**config.mk**
```make
export PLATFORM = sky130hd
export DESIGN_NAME = usart_tx_top
export DESIGN_NICKNAME = d
export VERILOG_FILES = /design/src/rtl/usart_tx_pkg.sv /design/src/rtl/usart_tx_hold.sv /design/src/rtl/usart_tx_shifter.sv /design/src/rtl/usart_tx_flags.sv /design/src/rtl/usart_tx_top.sv
export SDC_FILE = /design/constraint.sdc
export NUM_CORES = 1
export LEC_CHECK = 0
export BUFFER_PORTS_ARGS = -buffer_cell sky130_fd_sc_hd__buf_4
export CAP_MARGIN = 20
export CORE_UTILIZATION = 35
export CTS_CLUSTER_DIAMETER = 150
export DETAILED_ROUTE_END_ITERATION = 8
export GPL_TIMING_DRIVEN = 0
export PLACE_DENSITY = 0.5
export SLEW_MARGIN = 10
export SYNTH_ARGS = -nofsm -noshare
export SYNTH_HDL_FRONTEND = slang
export SYNTH_SLANG_ARGS = --single-unit
```
**constraint.sdc**
```tcl
create_clock -name clk -period 1.7 [get_ports clk]
set_input_delay 0.255 -clock clk [delete_from_list [all_inputs] [get_ports clk]]
set_output_delay 0.255 -clock clk [all_outputs]
set_load 0.05 [all_outputs]
```
**src/rtl/usart_tx_pkg.sv**
```systemverilog
package usart_tx_pkg;

    localparam int MAX_DATA = 9;
    localparam int FRAME_W  = MAX_DATA + 2;

    typedef struct packed {
        logic       b8;
        logic [7:0] lo;
    } tx_word_t;

    typedef struct packed {
        logic en;
        logic size_hi;
        logic bit8;
        logic txc_ie;
        logic dre_ie;
    } tx_ctl_t;

    function automatic logic [3:0] data_bits(input logic hi, input logic [1:0] lo);
        case ({hi, lo})
            3'b000:  data_bits = 4'd5;
            3'b001:  data_bits = 4'd6;
            3'b010:  data_bits = 4'd7;
            3'b111:  data_bits = 4'd9;
            default: data_bits = 4'd8;
        endcase
    endfunction

    function automatic logic [FRAME_W-1:0] build_frame(input tx_word_t w, input logic [3:0] n);
        logic [FRAME_W-1:0] f;
        logic [MAX_DATA-1:0] d;
        d    = {w.b8, w.lo};
        f    = '1;
        f[0] = 1'b0;
        for (int i = 0; i < MAX_DATA; i++) begin
            if (i < int'(n)) f[i+1] = d[i];
        end
        return f;
    endfunction

endpackage

```
**src/rtl/usart_tx_hold.sv**
```systemverilog
module usart_tx_hold
    import usart_tx_pkg::*;
(
    input  logic     clk,
    input  logic     rst,
    input  logic     wr,
    input  tx_word_t wdata,
    input  logic     take,
    output logic     full,
    output tx_word_t word
);
    always_ff @(posedge clk) begin
        if (rst) begin
            full <= 1'b0;
            word <= '0;
        end else if (wr) begin
            full <= 1'b1;
            word <= wdata;
        end else if (take) begin
            full <= 1'b0;
        end
    end
endmodule

```
**src/rtl/usart_tx_shifter.sv**
```systemverilog
module usart_tx_shifter
    import usart_tx_pkg::*;
#(
    parameter int OVERSAMPLE = 16
) (
    input  logic               clk,
    input  logic               rst,
    input  logic               load,
    input  logic [FRAME_W-1:0] frame,
    input  logic [3:0]         nbits,
    input  logic               tick,
    output logic               busy,
    output logic               line,
    output logic               done
);
    localparam int CNT_W = (OVERSAMPLE > 1) ? $clog2(OVERSAMPLE) : 1;
    localparam logic [CNT_W-1:0] TK_LAST = CNT_W'(OVERSAMPLE - 1);

    logic [FRAME_W-1:0] sh;
    logic [3:0]         left;
    logic [CNT_W-1:0]   tk;

    always_ff @(posedge clk) begin
        if (rst) begin
            sh   <= '1;
            left <= '0;
            tk   <= '0;
            busy <= 1'b0;
            done <= 1'b0;
        end else begin
            done <= 1'b0;
            if (load) begin
                sh   <= frame;
                left <= nbits;
                tk   <= '0;
                busy <= 1'b1;
            end else if (busy && tick) begin
                if (tk == TK_LAST) begin
                    tk <= '0;
                    sh <= {1'b1, sh[FRAME_W-1:1]};
                    if (left == 4'd1) begin
                        busy <= 1'b0;
                        done <= 1'b1;
                    end else begin
                        left <= left - 4'd1;
                    end
                end else begin
                    tk <= tk + 1'b1;
                end
            end
        end
    end

    assign line = busy ? sh[0] : 1'b1;
endmodule

```
**src/rtl/usart_tx_flags.sv**
```systemverilog
module usart_tx_flags (
    input  logic clk,
    input  logic rst,
    input  logic done,
    input  logic buf_full,
    input  logic txc_clr,
    input  logic txc_ie,
    input  logic dre_ie,
    input  logic gie,
    output logic txc_flag,
    output logic dre_flag,
    output logic txc_irq,
    output logic dre_irq
);
    always_ff @(posedge clk) begin
        if (rst)                     txc_flag <= 1'b0;
        else if (done && !buf_full)  txc_flag <= 1'b1;
        else if (txc_clr)            txc_flag <= 1'b0;
    end

    assign dre_flag = !buf_full;
    assign txc_irq  = txc_ie & gie & txc_flag;
    assign dre_irq  = dre_ie & gie & dre_flag;
endmodule

```
**src/rtl/usart_tx_top.sv**
```systemverilog
module usart_tx_top
    import usart_tx_pkg::*;
#(
    parameter int OVERSAMPLE = 16
) (
    input  logic       clk,
    input  logic       rst,
    input  logic       ctl_we,
    input  logic       ctl_en,
    input  logic       ctl_size_hi,
    input  logic       ctl_bit8,
    input  logic       ctl_txc_ie,
    input  logic       ctl_dre_ie,
    input  logic       fmt_we,
    input  logic [1:0] fmt_size_lo,
    input  logic       data_we,
    input  logic [7:0] data_in,
    input  logic       txc_clr,
    input  logic       gie,
    input  logic       bit_tick,
    output logic       tx_pin,
    output logic       tx_oe,
    output logic       dre_flag,
    output logic       txc_flag,
    output logic       dre_irq,
    output logic       txc_irq
);
    tx_ctl_t    ctl;
    logic [1:0] size_lo;
    logic       active;
    logic       buf_full;
    tx_word_t   buf_word;
    logic       sh_busy;
    logic       sh_line;
    logic       sh_done;
    logic       load;
    logic [3:0] ndata;

    always_ff @(posedge clk) begin
        if (rst) begin
            ctl     <= '0;
            size_lo <= 2'b11;
        end else begin
            if (ctl_we)
                ctl <= '{en: ctl_en, size_hi: ctl_size_hi, bit8: ctl_bit8,
                         txc_ie: ctl_txc_ie, dre_ie: ctl_dre_ie};
            if (fmt_we)
                size_lo <= fmt_size_lo;
        end
    end

    // Deferred disable: drop only when nothing is queued or shifting
    always_ff @(posedge clk) begin
        if (rst)                        active <= 1'b0;
        else if (ctl.en)                active <= 1'b1;
        else if (!buf_full && !sh_busy) active <= 1'b0;
    end

    assign ndata = data_bits(ctl.size_hi, size_lo);
    assign load  = buf_full && !sh_busy && active;

    usart_tx_hold u_hold (
        .clk   (clk),
        .rst   (rst),
        .wr    (data_we),
        .wdata ('{b8: ctl.bit8, lo: data_in}),
        .take  (load),
        .full  (buf_full),
        .word  (buf_word)
    );

    usart_tx_shifter #(.OVERSAMPLE(OVERSAMPLE)) u_shift (
        .clk   (clk),
        .rst   (rst),
        .load  (load),
        .frame (build_frame(buf_word, ndata)),
        .nbits (ndata + 4'd2),
        .tick  (bit_tick),
        .busy  (sh_busy),
        .line  (sh_line),
        .done  (sh_done)
    );

    usart_tx_flags u_flags (
        .clk      (clk),
        .rst      (rst),
        .done     (sh_done),
        .buf_full (buf_full),
        .txc_clr  (txc_clr),
        .txc_ie   (ctl.txc_ie),
        .dre_ie   (ctl.dre_ie),
        .gie      (gie),
        .txc_flag (txc_flag),
        .dre_flag (dre_flag),
        .txc_irq  (txc_irq),
        .dre_irq  (dre_irq)
    );

    assign tx_oe  = active;
    assign tx_pin = active ? sh_line : 1'b1;
endmodule

```
Word-level counts from Yosys, hierarchy flattened --
Index checks and enable logic that the tools add are counted.
Cells by class: muxes and demuxes 31, bitwise operators 6, reductions and logical operators 19, eq/ne operators 6, $add $sub $neg 3, $lt $le $gt $ge 9
Operators by type and width (count):
- 2-to-1 mux 10 bit | 3
- 2-to-1 mux 1 bit | 22
- 2-to-1 mux 4 bit | 5
- < comparator 3 x 4 -> 1 bit (first input constant) | 4
- one-hot mux 4 bit (4 select lines) | 1
- nonzero test 2 bit | 6
- < comparator 1 x 4 -> 1 bit (first input constant) | 2
- < comparator 2 x 4 -> 1 bit (first input constant) | 2
- AND reduction 3 bit | 2
- logical AND 1 bit | 5
- adder 4 x 1 -> 4 bit (second input constant) | 1
- adder 4 x 2 -> 4 bit (second input constant) | 1
- AND 1 bit | 4
- equality test 4 x 1 -> 1 bit (second input constant) | 1
- equality test 4 bit (second input constant) | 1
- < comparator 4 bit (first input constant) | 1
- OR reduction 4 bit | 1
- subtractor 4 x 1 -> 4 bit (second input constant) | 1
- equality test 3 x 1 -> 1 bit (second input constant) | 1
- equality test 3 x 2 -> 1 bit (second input constant) | 1
- equality test 3 bit (second input constant) | 1
- logical NOT 3 bit | 1
- logical NOT 1 bit | 2
- != test 2 bit (second input constant) | 1
- other kinds (3) | 4
Storage, ports and cells: flip-flop bits (word level) 39, output and inout bits 6, input port bits 23

Logic depth before layout (Yosys ltp) --
Gate-level depths: netlist of run 1.
depth after elaboration 5, mapped depth 6

By module --
Synthesis of run 1 repeated with hierarchy kept, for this count alone.
Unflattened totals: cell total of the unflattened synthesis 215, area total of the unflattened synthesis 1884.3 um^2
By module, submodules not included:
- usart_tx_shifter | instances 1, area each 1066.0 um^2, cells each 128, seq. area each 420.4 um^2
- usart_tx_top | instances 1, area each 397.9 um^2, cells each 47, seq. area each 160.2 um^2
- usart_tx_hold | instances 1, area each 355.3 um^2, cells each 33, seq. area each 200.2 um^2
- usart_tx_flags | instances 1, area each 65.1 um^2, cells each 7, seq. area each 20.0 um^2

Least setup slack after synthesis of run 1 --
No wires, ideal clock.
kind register to output, start point reg u_hold.full, end point out dre_irq, arrival 1209 ps, setup slack 236 ps, buffers on the path 0, stages on the path, launching flop included 3, cell sequence dfxtp_1 > inv_1 > and3_1
Between the ends: cells in the longest elaborated chain, start to end 2
Ends and longest elaborated chain:
- from (decl) | RTL line usart_tx_hold.sv:9 | output logic full,
- from (signal assigned) | RTL line usart_tx_hold.sv:14 | full <= 1'b0;
- from (signal assigned) | RTL line usart_tx_hold.sv:17 | full <= 1'b1;
- from (signal assigned) | RTL line usart_tx_hold.sv:20 | full <= 1'b0;
- logical NOT 1 bit | RTL line usart_tx_flags.sv:21 | assign dre_flag = !buf_full;
- via dre_flag | RTL line usart_tx_top.sv:23 | output logic dre_flag,
- AND 1 bit | RTL line usart_tx_flags.sv:23 | assign dre_irq = dre_ie & gie & dre_flag;
- to (decl) | RTL line usart_tx_top.sv:25 | output logic dre_irq,
The timed path passes the listed nets, and every way through them passes these cells.

Worst setup path after layout of run 1 --
start point reg u_shift.tk[0], end point reg u_shift.sh[5]
Between the ends: cells in the longest elaborated chain, start to end 3
Ends and longest elaborated chain:
- from (decl) | RTL line usart_tx_shifter.sv:21 | logic [CNT_W-1:0] tk;
- from (signal assigned) | RTL line usart_tx_shifter.sv:48 | tk <= tk + 1'b1;
- equality test 4 bit | RTL line usart_tx_shifter.sv:38 | if (tk == TK_LAST) begin
- nonzero test 2 bit (no line)
- AND reduction 2 bit (no line)
- to (signal assigned) | RTL line usart_tx_shifter.sv:33 | sh <= frame;
- to (signal assigned) | RTL line usart_tx_shifter.sv:40 | sh <= {1'b1, sh[FRAME_W-1:1]};
- to (decl) | RTL line usart_tx_shifter.sv:19 | logic [FRAME_W-1:0] sh;
Every way passes these cells. A chain may end at the register's enable or synchronous reset.

==> flow_metrics.tcl, run 1 <==
set metrics [dict create \
    status "finished, final reports clean" \
    gp_congestion 0.7282 \
    area_growth_pct 20.34 \
    crit_arrival_ns 1.68 \
    worstSetupPathType "flop to flop" \
    min_period_over_period_pct 90.19 \
    yosysWarningCount 0 \
    std_cell_rows 25 \
    rsz0062_at_grt "false" \
    antenna_found_initial 0 \
    antenna_left 0 \
    clkLatencyLatePin_ns 0.28 \
    worst_slew_pin_slew_ns 0.5664 \
    power_per_cell_area_nw_per_um2 840.5 \
    finalHoldViolations 0 \
    regToRegStartpoint "u_shift.tk[0]" \
    ir_worst_vdd_v 0.0004246 \
    synth.cell_area_um2 1710 \
    cts_setup_buffers 0 \
    viasPerCell 4.837 \
    critPathLaunch "u_shift.tk[0]" \
    die-height_um 71.91 \
    synth_flop_cell "dfxtp_1" \
    cts_inserted_buffers 5 \
    grt_max_degree 12 \
    synth_edf_count 0 \
    cap_violations 0 \
    ctsHtreeMaxLevel 2 \
    fin_skew_ns 0.006256 \
    initial_utilization_pct 36.21 \
    drt_iter0_drc 38 \
    startpoint_type "flop" \
    dr.pass1.iters 4 \
    clockRootBuffer "clkbuf_8" \
    synth_area_leaders "dfxtp_1 (46%), mux2i_1 (14%), nor2_1 (6.4%)" \
    grt_pass1_vias 1360 \
    synth_common_cells "dfxtp_1 (39), nor2_1 (29), mux2i_1 (24), a21oi_1 (13), nor3_1 (10)" \
    grt_usage_pct 15.67 \
    fillers 492 \
    path_clk_slew_ns 0.07 \
    hp-class "input port to flop" \
    slew_headroom_pct 62.24 \
    fp.dieW_um 71.91 \
    synth_cell_types 37 \
    yosysMostFrequentCell "dfxtp_1" \
    cts.sinks 39 \
    hpwlAfterDp_um 2646 \
    p_leak_uw 0.0008135 \
    num_io_pins 29 \
    synth_top_area_cell "dfxtp_1" \
    timing.final.crit_period_ns 1.533 \
    placed_cell_area_um2 1982 \
    grt.overflow.total 0 \
    coreArea_um2 4723 \
    cts_tree "done" \
    synth_nets 205 \
    ctsHoldBuffers 0 \
    fmax_mhz 652.2 \
    ys_ff_latch 39 \
    hold_start "fmt_size_lo[1]" \
    synth_cells 178 \
    drc 0 \
    yosysTopAreaCellShare_pct 45.65 \
    dieArea_um2 5170 \
    layout-drive-gt1-share_pct 19.62 \
    setup_viol 0 \
    diodes 0 \
    ctsResizeCount 0 \
    finalInstanceArea_um2 2058 \
    total_power_uw 1730 \
    io_buffers 25 \
    ys_seq_area_share_pct 45.65 \
    synthArstFlopShare_pct 0 \
    cts_buffer_depth 2 \
    crit_required_ns 1.85 \
    layout.nets 237 \
    worst_setup_path_end_kind "flop" \
    finalSetupTns_ns 0 \
    finalMaxSlewViolations 0 \
    grt_pass1_wl_um 6161 \
    via_count 1335 \
    wl_per_cell_um 13.21 \
    whs_ns 0.1753 \
    critPathMaxFanout 10 \
    syn_area_per_cell_um2 9.609 \
    wl_um 3646 \
]
-- cell families (layout without fill, tap and decap cells) --
| family | Yosys count | count (layout) | share of synthesized area [%] |
|---|---|---|---|
| xor gates and xnor gates | 6 | 6 | 3.072 |
| buffers and inverters | 13 | 44 | 3.951 |
| adders and majority gates | 4 | 4 | 2.926 |
| DFF | 39 | 39 | 45.65 |
| muxes | 24 | 24 | 14.05 |
| and+or+nand+nor | 65 | 65 | 19.97 |
| AOI/OAI and AO/OA | 27 | 27 | 10.39 |
-- registers in the layout (all words and copies together) (netlist names) --
register	count
u_flags.txc_flag	1
tx_oe	1
size_lo	2
u_shift.tk	4
ctl	5
u_hold.word	9
u_shift.sh	10
u_shift.done	1
u_shift.left	4
u_hold.full	1
u_shift.busy	1
-- path summary, 6_finish.rpt --
| kind | end | cells after the start | slack (ns) |
|---|---|---|---|
| hold reg to reg | tx_oe | 2 | 0.46 |
| hold / removal | size_lo[1] | 2 | 0.18 |
| setup / recovery | u_shift.sh[5] | 6 | 0.17 |
| setup reg to reg | u_shift.sh[5] | 6 | 0.17 |
-- critical path: stages, from the launching register on --
cell and delay [ns]:
dfxtp_1 0.37, ha_1 0.22, nand3_4 0.15, nor2_4 0.23, buf_12 0.17, mux2i_1 0.19, a21oi_1 0.08
-- routing by layer --
layer / vias up / track usage, % / wire length, um
met5: - / 0 / 0
met4: 0 / 5.229 / 36
met3: 4 / 4.167 / 136
met2: 20 / 26.21 / 1755
met1: 625 / 19.67 / 1717
li1: 686 / - / -
-- layout by cell type, fill, tap and decap left out, types with 2 or more instances in the layout --
cell type	count
nor2_1	29
mux2i_1	24
clkbuf_1	5
xor2_1	2
xnor2_1	4
a211o_1	2
a21oi_1	13
nor4_1	4
inv_1	5
nor2b_1	2
nand2_1	5
o21bai_1	2
buf_4	25
o21ai_0	2
nor3_1	10
nand3_1	4
clkbuf_8	5
dfxtp_1	39
ha_1	4
buf_2	2
and3_1	2
-- final cells by class --
cell class	count	area, um^2	share of cell area [%]
multi-input combinational	126	862.1	41.88
sequential	39	780.7	37.93
timing repair buffer	25	187.7	9.119
tap	67	83.83	4.073
clock buffer	5	68.82	3.343
buffer	8	48.80	2.371
inverter	5	18.77	0.9119
clock inverter	1	7.507	0.3647
-- report_power, final --
| part | internal, uW | switching (uW) | total (uW) |
|---|---|---|---|
| Sequential | 948 | 28.6 | 977 |
| Combinational | 86.7 | 95.3 | 182 |
| Clock | 272 | 299 | 571 |
| Total | 1310 | 423 | 1730 |
-- metrics by stage --
| stage | cells | utilization (%) | setup slack [ns] |
|---|---|---|---|
| final | 276 | 43.58 | 0.1667 |
| after global routing | 276 | 43.58 | 0.01437 |
| after CTS | 276 | 43.58 | 0.1449 |
| after detailed placement | 270 | 41.96 | 0.1591 |
| after global placement | 270 | 41.96 | 0.1816 |
| after floorplan | 178 | - | 0.2362 |
No activity file was read; power rests on OpenSTA's default activity.
==> run 2: changes to the inputs <==
Clock period 1.7 ns to 1.5 ns, I/O delays scaled along.
==> run 2 against run 1 <==
- die area stayed put
- clock-buffer cell count stayed put
- clock power is 14% higher
- total power is 14% higher
- combinational power is 14% higher
- hold slack worse by 0.030 ns
- via count is 1.0% higher
- register-to-register slack worse by 0.08 ns
- clock skew is 0.0010 ns lower
- routed wire length is 0.93% higher
- worst setup slack worse by 0.076 ns
- global-route usage stayed put
- critical endpoint unchanged
- largest cell class unchanged
- largest power group unchanged
- highest routed layer unchanged
==> flow_metrics.tcl, run 2 (synthesis results as in run 1) <==
set metrics [dict create \
    status "finished, final reports clean" \
    largestRegisters "u_shift.sh (10), u_hold.word (9), ctl (5)" \
    grt_pass1_wl_um 6161 \
    coreArea_um2 4723 \
    utilization_pct 44.42 \
    worstSetupPathType "flop to flop" \
    initial_utilization_pct 36.21 \
    ctsHtreeMaxLevel 2 \
    grt_use_met2_pct 26.21 \
    hp-class "input port to flop" \
    hpwlAfterDp_um 2646 \
    worst_setup_path_end_kind "flop" \
    cts_inserted_buffers 5 \
    busiest_layer "met2" \
    power_per_cell_area_nw_per_um2 937.2 \
    wl_um 3680 \
    layout.cells.most_common "dfxtp_1" \
    cap_violations 0 \
    wl_per_cell_um 13.19 \
    finalNonFillerCells 279 \
    grt_max_degree 12 \
    fp.dieW_um 71.91 \
    fin_skew_ns 0.005233 \
    finalMaxSlewViolations 0 \
    top_register "u_shift.sh" \
    drt_iter0_drc 39 \
    path_clk_slew_ns 0.07 \
    crit_required_ns 1.65 \
    largest_register_ffs 10 \
    p_leak_uw 0.0008277 \
    slowest_stage "dfxtp_2" \
    dieArea_um2 5170 \
    clkLatencyLatePin_ns 0.28 \
    grt.overflow.total 0 \
    path_buf_inv 1 \
    fillers 493 \
    dr.pass1.iters 4 \
    final_cell_mix "dfxtp_1 (36), nor2_1 (29), buf_4 (28)" \
    cp_slowest_stage_delay_ns 0.35 \
    crit_chain "ha_2 > nand3_4 > nor2_4 > buf_12 > mux2i_1 > a21oi_1" \
    critPathTopFamily "flip-flops" \
    std_cell_rows 25 \
    pre_cts_ws_ns -0.04090 \
    clockRootBuffer "clkbuf_8" \
    viasPerCell 4.835 \
    worst_slack_ns 0.09098 \
    whs_ns 0.1449 \
    grt_usage_pct 15.67 \
    total_power_uw 1967 \
    rsz0062_at_grt "false" \
    crit_arrival_ns 1.56 \
    die-height_um 71.91 \
    layout-drive-gt1-share_pct 23.11 \
    dp.cells 270 \
    grt_pass1_vias 1361 \
    finalHoldViolations 0 \
    gr-usage-met1_pct 19.67 \
    worst_slew_pin_slew_ns 0.5634 \
    area_growth_pct 22.68 \
    use_met3_pct 4.167 \
    layout.nets 240 \
    drc 0 \
    cts_buffer_depth 2 \
    seqCellArea_um2 784.5 \
    min_period_over_period_pct 93.93 \
    multi_input_area_um2 875.8 \
    cts.sinks 39 \
    num_io_pins 29 \
    antenna_left 0 \
    startpoint_type "flop" \
    io_buffers 25 \
    fmax_mhz 709.7 \
    timing.final.crit_period_ns 1.409 \
    slew_headroom_pct 62.44 \
    antenna_found_initial 0 \
    via_count 1349 \
    setup_viol 0 \
    gp_congestion 0.7282 \
    diodes 0 \
    critPathMaxFanout 10 \
    ir_worst_vdd_v 0.0004819 \
    cts_tree "done" \
]
## run 2: cell count changes in the layout (fill, tap and decap cells not counted)
cell and delta:
dfxtp_1 -3, dfxtp_2 +3, ha_2 +1, nor3b_1 -1
nor3b_4 +1, buf_4 +3, ha_1 -1
## run 2: final cells by class
type                    count  area share, %
multi-input cells         126          41.74
inverters                   5         0.8945
flip-flops and latches     39          37.39
plain buffers               8          2.326
repair buffers             28          10.02
well taps                  67          3.995
clock inverters             1         0.3578
clock buffers               5          3.280
## run 2: worst reg2reg max path: stages (launching register included)
cell,delay (ns)
dfxtp_2,0.35
ha_2,0.20
nand3_4,0.13
nor2_4,0.18
buf_12,0.16
mux2i_1,0.19
a21oi_1,0.08
## run 2: path summary, 6_finish.rpt
kind	start	end	slack (ns)	cells after the start
setup / recovery	u_shift.tk[0]	u_shift.sh[5]	0.09	6
hold / removal	fmt_size_lo[1]	size_lo[1]	0.14	2
setup reg to reg	u_shift.tk[0]	u_shift.sh[5]	0.09	6
hold reg to reg	ctl[4]	tx_oe	0.46	2
## run 2: what timing repair did
item / 4_1_cts / 5_1_grt
gates resized for setup: 3 / 3
pin swaps: 1 / 2
buffers inserted: 1 / 2
gates cloned: 0 / 0
setup endpoints to repair: 8 / 14
hold buffers: 0 / 0
## run 2: where the power goes
group          total (uW)  internal [uW]  leakage (uW)  switching, uW
registers            1110           1070      0.000320           33.3
clock network         651            308     0.0000361            343
logic                 207           99.1      0.000471            108
total                1970           1480      0.000828            484
## run 2: stage by stage
stage	area (um^2)	TNS [ns]
floorplan	1710	0
global placement	1982	-0.04765
detailed placement	1982	-0.2274
CTS	2074	0
global route	2098	0
finish	2098	0
## run 2: per-layer routing
layer  vias to the layer above  part of all wire, %
met5                         -                    0
met4                         0                 0.98
met3                         4                  2.9
met2                        18                   48
met1                       634                   48
li1                        693                    -
